===== src/rtl/dims_func_pkg.sv =====
package dims_func_pkg;
  localparam int unsigned NUM_VARS     = 4;
  localparam int unsigned NUM_MINTERMS = 1 << NUM_VARS;
  localparam int unsigned NUM_OUTS     = 2;
  localparam int unsigned HALF_VARS    = NUM_VARS / 2;
  localparam int unsigned NUM_PAIRS    = 1 << HALF_VARS;

  typedef logic [NUM_MINTERMS-1:0] minterm_t;

  // bit m set: output is 1 for word m = {a,b,c,d}; index 1 = e, index 0 = f
  localparam minterm_t OUT_TABLE [NUM_OUTS] = '{16'hAA43, 16'hFAAF};
endpackage


===== src/rtl/dims_celem.sv =====
module dims_celem #(
  parameter int unsigned N = 2
) (
  input  logic         clk_i,
  input  logic         rst_ni,
  input  logic [N-1:0] in_i,
  output logic         out_o
);
  logic state_q;
  logic all_hi, all_lo;

  assign all_hi = &in_i;
  assign all_lo = ~|in_i;
  // set on all-high, clear on all-low, else hold
  assign out_o  = all_hi | (state_q & ~all_lo);

  always_ff @(posedge clk_i or negedge rst_ni) begin
    if (!rst_ni) state_q <= 1'b0;
    else         state_q <= out_o;
  end
endmodule


===== src/rtl/dims_minterm_flat.sv =====
module dims_minterm_flat
  import dims_func_pkg::*;
(
  input  logic                clk_i,
  input  logic                rst_ni,
  input  logic [NUM_VARS-1:0] in_t_i,
  input  logic [NUM_VARS-1:0] in_f_i,
  output minterm_t            minterm_o
);
  for (genvar m = 0; m < NUM_MINTERMS; m++) begin : g_term
    logic [NUM_VARS-1:0] sel;
    for (genvar k = 0; k < NUM_VARS; k++) begin : g_rail
      if (((m >> k) & 1) == 1) begin : g_t
        assign sel[k] = in_t_i[k];
      end else begin : g_f
        assign sel[k] = in_f_i[k];
      end
    end
    dims_celem #(.N(NUM_VARS)) u_c (
      .clk_i (clk_i),
      .rst_ni(rst_ni),
      .in_i  (sel),
      .out_o (minterm_o[m])
    );
  end
endmodule


===== src/rtl/dims_minterm_shared.sv =====
module dims_minterm_shared
  import dims_func_pkg::*;
(
  input  logic                clk_i,
  input  logic                rst_ni,
  input  logic [NUM_VARS-1:0] in_t_i,
  input  logic [NUM_VARS-1:0] in_f_i,
  output minterm_t            minterm_o
);
  logic [NUM_PAIRS-1:0] hi_pair, lo_pair;

  // hi_pair[p]: a/b (index 3,2); lo_pair[p]: c/d (index 1,0)
  for (genvar p = 0; p < NUM_PAIRS; p++) begin : g_pair
    logic [1:0] hi_sel, lo_sel;
    for (genvar j = 0; j < 2; j++) begin : g_bit
      if (((p >> j) & 1) == 1) begin : g_t
        assign hi_sel[j] = in_t_i[j+2];
        assign lo_sel[j] = in_t_i[j];
      end else begin : g_f
        assign hi_sel[j] = in_f_i[j+2];
        assign lo_sel[j] = in_f_i[j];
      end
    end
    dims_celem #(.N(2)) u_hi (
      .clk_i(clk_i), .rst_ni(rst_ni), .in_i(hi_sel), .out_o(hi_pair[p])
    );
    dims_celem #(.N(2)) u_lo (
      .clk_i(clk_i), .rst_ni(rst_ni), .in_i(lo_sel), .out_o(lo_pair[p])
    );
  end

  for (genvar m = 0; m < NUM_MINTERMS; m++) begin : g_term
    dims_celem #(.N(2)) u_c (
      .clk_i (clk_i),
      .rst_ni(rst_ni),
      .in_i  ({hi_pair[m / NUM_PAIRS], lo_pair[m % NUM_PAIRS]}),
      .out_o (minterm_o[m])
    );
  end
endmodule


===== src/rtl/dims_or_stage.sv =====
module dims_or_stage
  import dims_func_pkg::*;
(
  input  minterm_t            minterm_i,
  output logic [NUM_OUTS-1:0] out_t_o,
  output logic [NUM_OUTS-1:0] out_f_o
);
  for (genvar o = 0; o < NUM_OUTS; o++) begin : g_out
    assign out_t_o[o] = |(minterm_i &  OUT_TABLE[o]);
    assign out_f_o[o] = |(minterm_i & ~OUT_TABLE[o]);
  end
endmodule


===== src/rtl/dims_func_top.sv =====
module dims_func_top
  import dims_func_pkg::*;
#(
  parameter bit SHARED_TERMS = 1'b0
) (
  input  logic                clk_i,
  input  logic                rst_ni,
  input  logic [NUM_VARS-1:0] in_t_i,
  input  logic [NUM_VARS-1:0] in_f_i,
  output logic [NUM_OUTS-1:0] out_t_o,
  output logic [NUM_OUTS-1:0] out_f_o
);
  minterm_t minterm;

  if (SHARED_TERMS) begin : g_shared
    dims_minterm_shared u_terms (
      .clk_i(clk_i), .rst_ni(rst_ni),
      .in_t_i(in_t_i), .in_f_i(in_f_i), .minterm_o(minterm)
    );
  end else begin : g_flat
    dims_minterm_flat u_terms (
      .clk_i(clk_i), .rst_ni(rst_ni),
      .in_t_i(in_t_i), .in_f_i(in_f_i), .minterm_o(minterm)
    );
  end

  dims_or_stage u_or (
    .minterm_i(minterm),
    .out_t_o  (out_t_o),
    .out_f_o  (out_f_o)
  );
endmodule


===== config.mk =====
export PLATFORM = sky130hd
export DESIGN_NAME = dims_func_top
export DESIGN_NICKNAME = d
export VERILOG_FILES = /design/src/rtl/dims_func_pkg.sv /design/src/rtl/dims_celem.sv /design/src/rtl/dims_minterm_flat.sv /design/src/rtl/dims_minterm_shared.sv /design/src/rtl/dims_or_stage.sv /design/src/rtl/dims_func_top.sv
export SDC_FILE = /design/constraint.sdc
export NUM_CORES = 1
export LEC_CHECK = 0
export ABC_AREA = 1
export BUFFER_PORTS_ARGS = -buffer_cell sky130_fd_sc_hd__buf_2
export CAP_MARGIN = 20
export CORE_MARGIN = 2
export CORE_UTILIZATION = 30
export DETAILED_ROUTE_END_ITERATION = 7
export PLACE_DENSITY_LB_ADDON = 0.05
export SYNTH_ARGS = -nofsm -noshare
export SYNTH_HDL_FRONTEND = slang
export SYNTH_HIERARCHICAL = 1
export SYNTH_SLANG_ARGS = --single-unit

===== constraint.sdc =====
create_clock -name clk_i -period 0.91 [get_ports clk_i]
set_input_delay 0.0455 -clock clk_i [delete_from_list [all_inputs] [get_ports clk_i]]
set_output_delay 0.0455 -clock clk_i [all_outputs]
set_load 0.03 [all_outputs]

==> summary.md, run 1 <==
| Metric | Value |
|---|---|
| Grt ovf | 0 |
| Layout net count | 180 |
| Gpl congestion | 0.745 |
| Simple-Gate Fraction of Synth Area | 0.532 |
| # rows | 19 |
| Diode count | 0 |
| DRT iter0 DRCs | 87 |
| CP arrival | 1.40 ns |
| H-tree lvl count | 1 |
| Mapped cell area | 871 um^2 |
| PD cells | 1640 nW/um^2 |
| Wire length on met1 | 1.11 mm |
| Mapped Nets | 139 |
| Clock Latency Late Sink | 0.29 ns |
| CP Capture Type | primary output |
| I/O Buffers | 13 |
| Share of cells above drive strength 1 | 0.337 |
| Length of routed met2 wiring | 1.24 mm |
| Min Clock Period, post-route | 1.45 ns |
| Final setup fails | 4 |
| R2r startpoint | g_flat.u_terms/g_term[11].u_c/state_q |
| Pre-CTS setup slack | -0.300 ns |
| Initial Utilization | 0.316 |
| TritonCTS buffer count | 3 |
| Skew final | 0 ns |
| Non-filler cells, final | 200 |
| Fin. max-slew vios | 0 |
| Outcome | complete, but fails checks |
| TritonCTS clock tree | done |
| Vias in the first global route | 969 |
| Path depth of the worst reg2reg path | 4 |
| Die area | 3350 um^2 |
| Peak Freq | 692 MHz |
| Final ANT Viol Nets | 0 |
| Failing checks | negative setup slack |
| Biggest regs | g_flat.u_terms/g_term.u_c/state_q (16) |
| Global-route wire length before repair | 4.33 mm |
| Clock Path Buffers | 2 |
| Finished Cell Area | 1270 um^2 |
| Die H | 57.9 um |
| Slew @ Worst Pin | 0.385 ns |
| Reg clk slew, reported paths | 0.10 ns |
| Unique masters post-synth | 7 |
| Worst vdd ir | 0.829 mV |
| XOR/XNOR Fraction of Synth Area | 0 |
| Final worst-path cycle share | 1.59 |
| Yosys warnings | 6 |
| Post-synthesis mux area share | 0 |
| Slew headroom | 0.743 |
| Initial antenna violation count | 0 |
| RSZ-0062 raised after global routing | true |
| R2R Setup Slk | 0.06 ns |
| Top Layer Used | met4 |
| Hold endpoint | g_flat.u_terms/g_term[5].u_c/state_q |
| Pin count of the biggest net entering global routing | 17 |
| Ports | 14 |
| Final hold vios | 0 |
| Syn Area/Cell | 6.75 um^2 |
| CP max FO | 2 |
| DR DRC count | 0 |
| LEAKAGE | 0.620 nW |
| TritonRoute pass-1 iters | 4 |
| Final critical-path setup slack | -0.535 ns |
| Worst Hold Depth | 3 |
| Metal3 WL | 103 um |
| Via-to-Cell Ratio | 4.92 |
| Biggest register | g_flat.u_terms/g_term.u_c/state_q |
| CP required | 0.86 ns |
| Die W | 57.9 um |
| Largest register FFs | 16 |
| Cells after Synth | 129 |
| Worst min-delay path class | input port to register |
| Root Driver | clkbuf_4 |
| Adder-Cell Fraction of Synth Area | 0 |
| Overall global routing resource usage | 0.169 |
| Post-synthesis compound-gate area fraction | 0 |
| Seq cells post-synth | 16 |
| Core area | 2760 um^2 |
| Startpoint Class | register |
| Ranking of synthesized cells by area | dfrtp_1 46%, nand2_1 23%, nor2_1 17% |
| DP HPWL | 1.64 mm |
| Vias | 983 |
| Setup CP Type | register to primary output |
| WL/cell | 12.5 um |
| Max-cap violations | 0 |
| Inst Count DP | 189 |
| Cell Area, Placed | 1110 um^2 |
| Largest area contributor in the netlist | dfrtp_1 |
| Largest family of logic cells by synthesized area | simple AND/OR/NAND/NOR gates |
| Synth top area share | 0.460 |
| Min-Delay Startpoint | in_f_i[1] |
| Sequential element share of the synthesized area | 0.460 |
| Reg-to-Reg End | g_flat.u_terms/g_term[11].u_c/state_q |
| Util after Layout | 0.462 |
| DRT Wirelength | 2.50 mm |
| Syn-to-layout area delta | 46.4% |
| Overall Power | 2.09 mW |
| Clock sink total | 16 |
==> routing by layer <==
metal / vias to the layer above / track usage
li1: 502 / -
met1: 460 / 0.227
met2: 17 / 0.263
met3: 4 / 0.0268
met4: 0 / 0.0831
met5: - / 0
==> cell usage in the layout, fill, tap and decap left out <==
cell type,netlist,layout
dfrtp_1,16,16
nor3_4,0,1
buf_4,0,22
buf_6,0,4
dlygate4sd3_1,0,1
nor2_1,39,33
clkbuf_4,0,3
clkbuf_8,0,1
nor2_4,0,2
inv_1,2,2
nor2_2,0,4
nand4_1,17,17
or2_1,0,1
nand2_1,53,42
nand2_2,0,11
buf_2,0,9
==> where the power goes <==
group	total, mW	internal (mW)	switching, mW
registers	0.881	0.846	0.0349
clock network	0.491	0.244	0.247
logic	0.717	0.329	0.387
total	2.09	1.42	0.669
==> per-stage QoR <==
stage	hold slack, ns	setup TNS [ns]
floorplan	-0.250	-0.118
global placement	-0.0119	-1.08
detailed placement	-0.00622	-1.10
CTS	0.129	-1.86
global route	0.141	-2.07
finish	0.131	-1.80
==> logic make-up after synthesis <==
| family | count (synthesis) |
|---|---|
| AND/OR/NAND/NOR | 111 |
| buffers and inverters | 2 |
| flip-flops | 16 |
==> cell usage after synthesis (all sizes together) <==
| library cell | instances |
|---|---|
| nor3 | 1 |
| nor2 | 39 |
| dfrtp | 16 |
| inv | 2 |
| nand4 | 17 |
| or2 | 1 |
| nand2 | 53 |
==> what timing repair did <==
action,4_1_cts,5_1_grt
gates resized for setup,16,9
cloned,0,0
endpoints found under the setup margin,4,4
hold buffers,1,0
buffers inserted,4,2
endpoints found under the hold margin,16,0
pin swaps,12,12
==> worst max-delay path, cell delays in order, from the launching register on <==
cell and delay [ns]:
dfrtp_1 0.38, nand2_1 0.07, nand2_2 0.06, or2_1 0.23, nor2_2 0.16, nand2_2 0.08
buf_6 0.14
==> worst max path at each step <==
stage	start	to
after global routing	g_flat.u_terms/g_term[5].u_c/state_q	out_t_o[1]
after floorplan	g_flat.u_terms/g_term[2].u_c/state_q	out_t_o[1]
after global placement	in_f_i[3]	out_t_o[1]
final	g_flat.u_terms/g_term[2].u_c/state_q	out_t_o[1]
after detailed placement	in_t_i[3]	out_f_o[1]
after CTS	g_flat.u_terms/g_term[3].u_c/state_q	out_f_o[0]
==> cell type report <==
| cell class | count | area, um^2 |
|---|---|---|
| Clock buffer | 4 | 36.3 |
| Tap cell | 31 | 38.8 |
| Multi-Input combinational cell | 111 | 527 |
| Fill cell | 273 | 1480 |
| Sequential cell | 16 | 400 |
| Inverter | 2 | 7.51 |
| Timing Repair Buffer | 36 | 265 |
Power figures use the tool's default switching activity.
==> run 2, diff against run 1 <==
--- a/config.mk
+++ b/config.mk
@@ -5,11 +5,10 @@
 export SDC_FILE = /design/constraint.sdc
 export NUM_CORES = 1
 export LEC_CHECK = 0
-export ABC_AREA = 1
 export BUFFER_PORTS_ARGS = -buffer_cell sky130_fd_sc_hd__buf_2
 export CAP_MARGIN = 20
 export CORE_MARGIN = 2
-export CORE_UTILIZATION = 30
+export CORE_UTILIZATION = 40
 export DETAILED_ROUTE_END_ITERATION = 7
 export PLACE_DENSITY_LB_ADDON = 0.05
 export SYNTH_ARGS = -nofsm -noshare
==> summary.md, run 2 <==
| Metric | Value |
|---|---|
| RSZ-0062 raised after global routing | true |
| Syn Area/Cell | 12.1 um^2 (+79%) |
| I/O Buffers | 13 (unchanged) |
| LEAKAGE | 0.590 nW (-4.7%) |
| Final critical-path setup slack | -0.712 ns (-0.177 ns) |
| Commonest non-fill, non-tap cell in the layout | buf_4 |
| Final ANT Viol Nets | 0 (unchanged) |
| Share of cells above drive strength 1 | 0.557 (+0.220) |
| Clock sink total | 16 (unchanged) |
| Syn-to-layout area delta | 49.9% |
| Commonest cells in the netlist | 17 x nand4_1, 16 x dfrtp_1, 16 x nand2_1, 16 x o41ai_2 |
| Initial Utilization | 0.411 (+0.0954) |
| Final hold vios | 0 (unchanged) |
| EDFF count, synth | 0 (unchanged) |
| Worst min-delay path class | input port to register |
| Global-route wire length before repair | 4.36 mm (+0.62%) |
| Root Driver | clkbuf_4 |
| Initial antenna violation count | 0 (unchanged) |
| Outcome | complete, but fails checks |
| DRT iter0 DRCs | 24 (-72%) |
| Biggest register | g_flat.u_terms/g_term.u_c/state_q |
| Clock Latency Late Sink | 0.30 ns (about the same) |
| Clock Path Buffers | 2 (unchanged) |
| Final worst-path cycle share | 1.78 (+0.194) |
| Yosys warnings | 6 (unchanged) |
| Util after Layout | 0.616 (+0.154) |
| Min Clock Period, post-route | 1.62 ns (+0.177 ns) |
| Final setup fails | 4 (unchanged) |
| Fillers | 187 (-32%) |
| Non-filler cells, final | 150 (-25%) |
| Most frequent cells in the layout | 28 x buf_4, 17 x nand4_1, 16 x o41ai_2, 16 x nand2_1, 16 x dfrtp_1 |
| Inst Count DP | 145 (-23%) |
| Ports | 14 (unchanged) |
| Failing checks | negative setup slack |
| Gpl congestion | 0.757 (+1.6%) |
| Largest register FFs | 16 (unchanged) |
| Vias in the first global route | 895 (-7.6%) |
| Die W | 51.0 um (-12%) |
| Top FF cell, synth | dfrtp_1 |
| Delay-heaviest family, CP | simple AND/OR/NAND/NOR gates |
| Die area | 2600 um^2 (-22%) |
| Mapped Nets | 83 (-40%) |
| Unique masters post-synth | 10 (+3) |
| H-tree lvl count | 1 (unchanged) |
| R2R Setup Slk | 0.06 ns (about the same) |
| Worst vdd ir | 1.11 mV (+34%) |
| Wire length on met1 | 1.07 mm (-3.9%) |
| Multi-input gate area | 499 um^2 (-5.2%) |
| Diode count | 0 (unchanged) |
| Vias | 870 (-11%) |
| Setup CP Type | register to primary output |
| Mapped cell area | 883 um^2 (+1.4%) |
| R2r startpoint | g_flat.u_terms/g_term[5].u_c/state_q |
| TritonRoute pass-1 iters | 4 (unchanged) |
| Synth top area share | 0.453 (-0.00651) |
| DP HPWL | 1.70 mm (+4.1%) |
| DRT Wirelength | 2.51 mm (+0.64%) |
| Sequential element share of the synthesized area | 0.453 (-0.00651) |
| Length of routed met2 wiring | 1.25 mm (+1.4%) |
| Metal3 WL | 154 um (+50%) |
| Peak Freq | 617 MHz (-11%) |
| Pin count of the biggest net entering global routing | 17 (unchanged) |
| Cells after Synth | 73 (-43%) |
| Seq cells post-synth | 16 (unchanged) |
| Top Layer Used | met4 |
| Biggest regs | g_flat.u_terms/g_term.u_c/state_q (16) |
| Ys async rst share | 1.00 (unchanged) |
| Grt ovf | 0 (unchanged) |
| WL/cell | 16.7 um (+34%) |
| CP Capture Type | primary output |
| Layout net count | 133 (-26%) |
| Ranking of synthesized cells by area | dfrtp_1 45%, o41ai_2 29%, nand4_1 12% |
| Largest area contributor in the netlist | dfrtp_1 |
| Slew @ Worst Pin | 0.389 ns (+0.00449 ns) |
| # rows | 17 (-2) |
| Slew headroom | 0.740 (-0.00299) |
| Overall global routing resource usage | 0.224 (+0.0558) |
| TritonCTS buffer count | 3 (unchanged) |
| Largest stage delay on the critical path | 0.39 ns (about the same) |
| Max-cap violations | 0 (unchanged) |
| Worst path cell trace | o41ai_2 > nand2_1 > nor4_4 > nand4_1 > buf_4 |
| Reg-to-Reg End | g_flat.u_terms/g_term[5].u_c/state_q |
| Fin. max-slew vios | 0 (unchanged) |
| Reg clk slew, reported paths | 0.10 ns (about the same) |
| Via-to-Cell Ratio | 5.80 (+18%) |
| TritonCTS clock tree | done |
| Register cell area after layout | 400 um^2 (unchanged) |
| PD cells | 1640 nW/um^2 (+0.25%) |
| CP arrival | 1.58 ns (+0.18 ns) |
| Worst Hold Depth | 3 (unchanged) |
| Hold endpoint | g_flat.u_terms/g_term[4].u_c/state_q |
| Skew final | 0 ns (unchanged) |
| Startpoint Class | register |
| Min-Delay Startpoint | in_f_i[0] |
| Core area | 2150 um^2 (-22%) |
| CP required | 0.86 ns (about the same) |
| Top-count cell post-synth | nand4_1 |
| Slowest CP cell | dfrtp_1 |
| Crit path buffers/inverters | 1 (unchanged) |
| CP max FO | 2 (unchanged) |
| Path depth of the worst reg2reg path | 3 (-1) |
| Die H | 51.0 um (-12%) |
| DR DRC count | 0 (unchanged) |
-- run 2: cell count changes after synthesis, moves of 2 or more --
cell,previous run,this run
o41ai_2,0,16
inv_1,2,0
nor2_1,39,2
nor4_2,0,2
nand2_1,53,16
-- run 2: worst register-to-register path: cells and delay by family, from the launching register on --
family                 cells  cell delay (ns)
AOI/OAI and AO/OA          1             0.05
buffers and inverters      1             0.16
DFF                        1             0.39
and+or+nand+nor            1             0.16
-- run 2: what timing repair did --
action	in CTS	in global routing
endpoints found under the setup margin	4	6
pin swaps	9	4
buffers inserted	6	1
resized for setup	12	6
endpoints found under the hold margin	16	0
hold buffers	1	0
-- run 2: cell type report --
| type | instances | area share |
|---|---|---|
| Multi-Input combinational cell | 57 | 0.377 |
| Sequential cell | 16 | 0.302 |
| Timing Repair Buffer | 45 | 0.267 |
| Clock buffer | 4 | 0.0274 |
| Tap cell | 28 | 0.0265 |
-- run 2: worst max path at each step --
stage                                                     from    endpoint  cells past startpoint
after floorplan           g_flat.u_terms/g_term[7].u_c/state_q  out_t_o[1]                      4
after global placement                               in_f_i[3]  out_t_o[1]                      6
after detailed placement                             in_f_i[3]  out_t_o[1]                      6
after CTS                 g_flat.u_terms/g_term[7].u_c/state_q  out_t_o[1]                      5
after global routing      g_flat.u_terms/g_term[2].u_c/state_q  out_t_o[1]                      5
final                     g_flat.u_terms/g_term[2].u_c/state_q  out_t_o[1]                      5
-- run 2: cells by family (layout without fill, tap and decap cells) --
| family | count (synthesis) | after routing | share of synthesized area |
|---|---|---|---|
| AND/OR/NAND/NOR | 41 | 41 | 0.252 |
| AO/OA/AOI/OAI | 16 | 16 | 0.295 |
| flip-flops | 16 | 16 | 0.453 |
| buffers and inverters | 0 | 49 | 0 |
-- run 2: per-layer routing --
metal  global-route usage  vias up
li1                     -      409
met1                0.308      417
met2                0.355       38
met3               0.0351        6
met4               0.0856        0
met5                    0        -
-- run 2: stage by stage --
stage                     cell area [um^2]  worst slack, ns  hold WS [ns]  power [mW]  setup TNS, ns
after CTS                             1370           -0.688         0.140        2.27          -2.82
after global placement                1240           -0.537       -0.0174        1.62          -3.01
after detailed placement              1240           -0.567       -0.0131        1.63          -3.44
after global routing                  1320           -0.774         0.154        2.29          -2.77
final                                 1320           -0.712         0.138        2.17          -2.51
after floorplan                        891           -0.285        -0.250        1.22         -0.766
-- run 2: power breakdown --
part / total [mW] / switching (mW) / internal (mW)
registers: 0.912 / 0.0643 / 0.848
clock network: 0.499 / 0.254 / 0.244
logic: 0.763 / 0.370 / 0.392
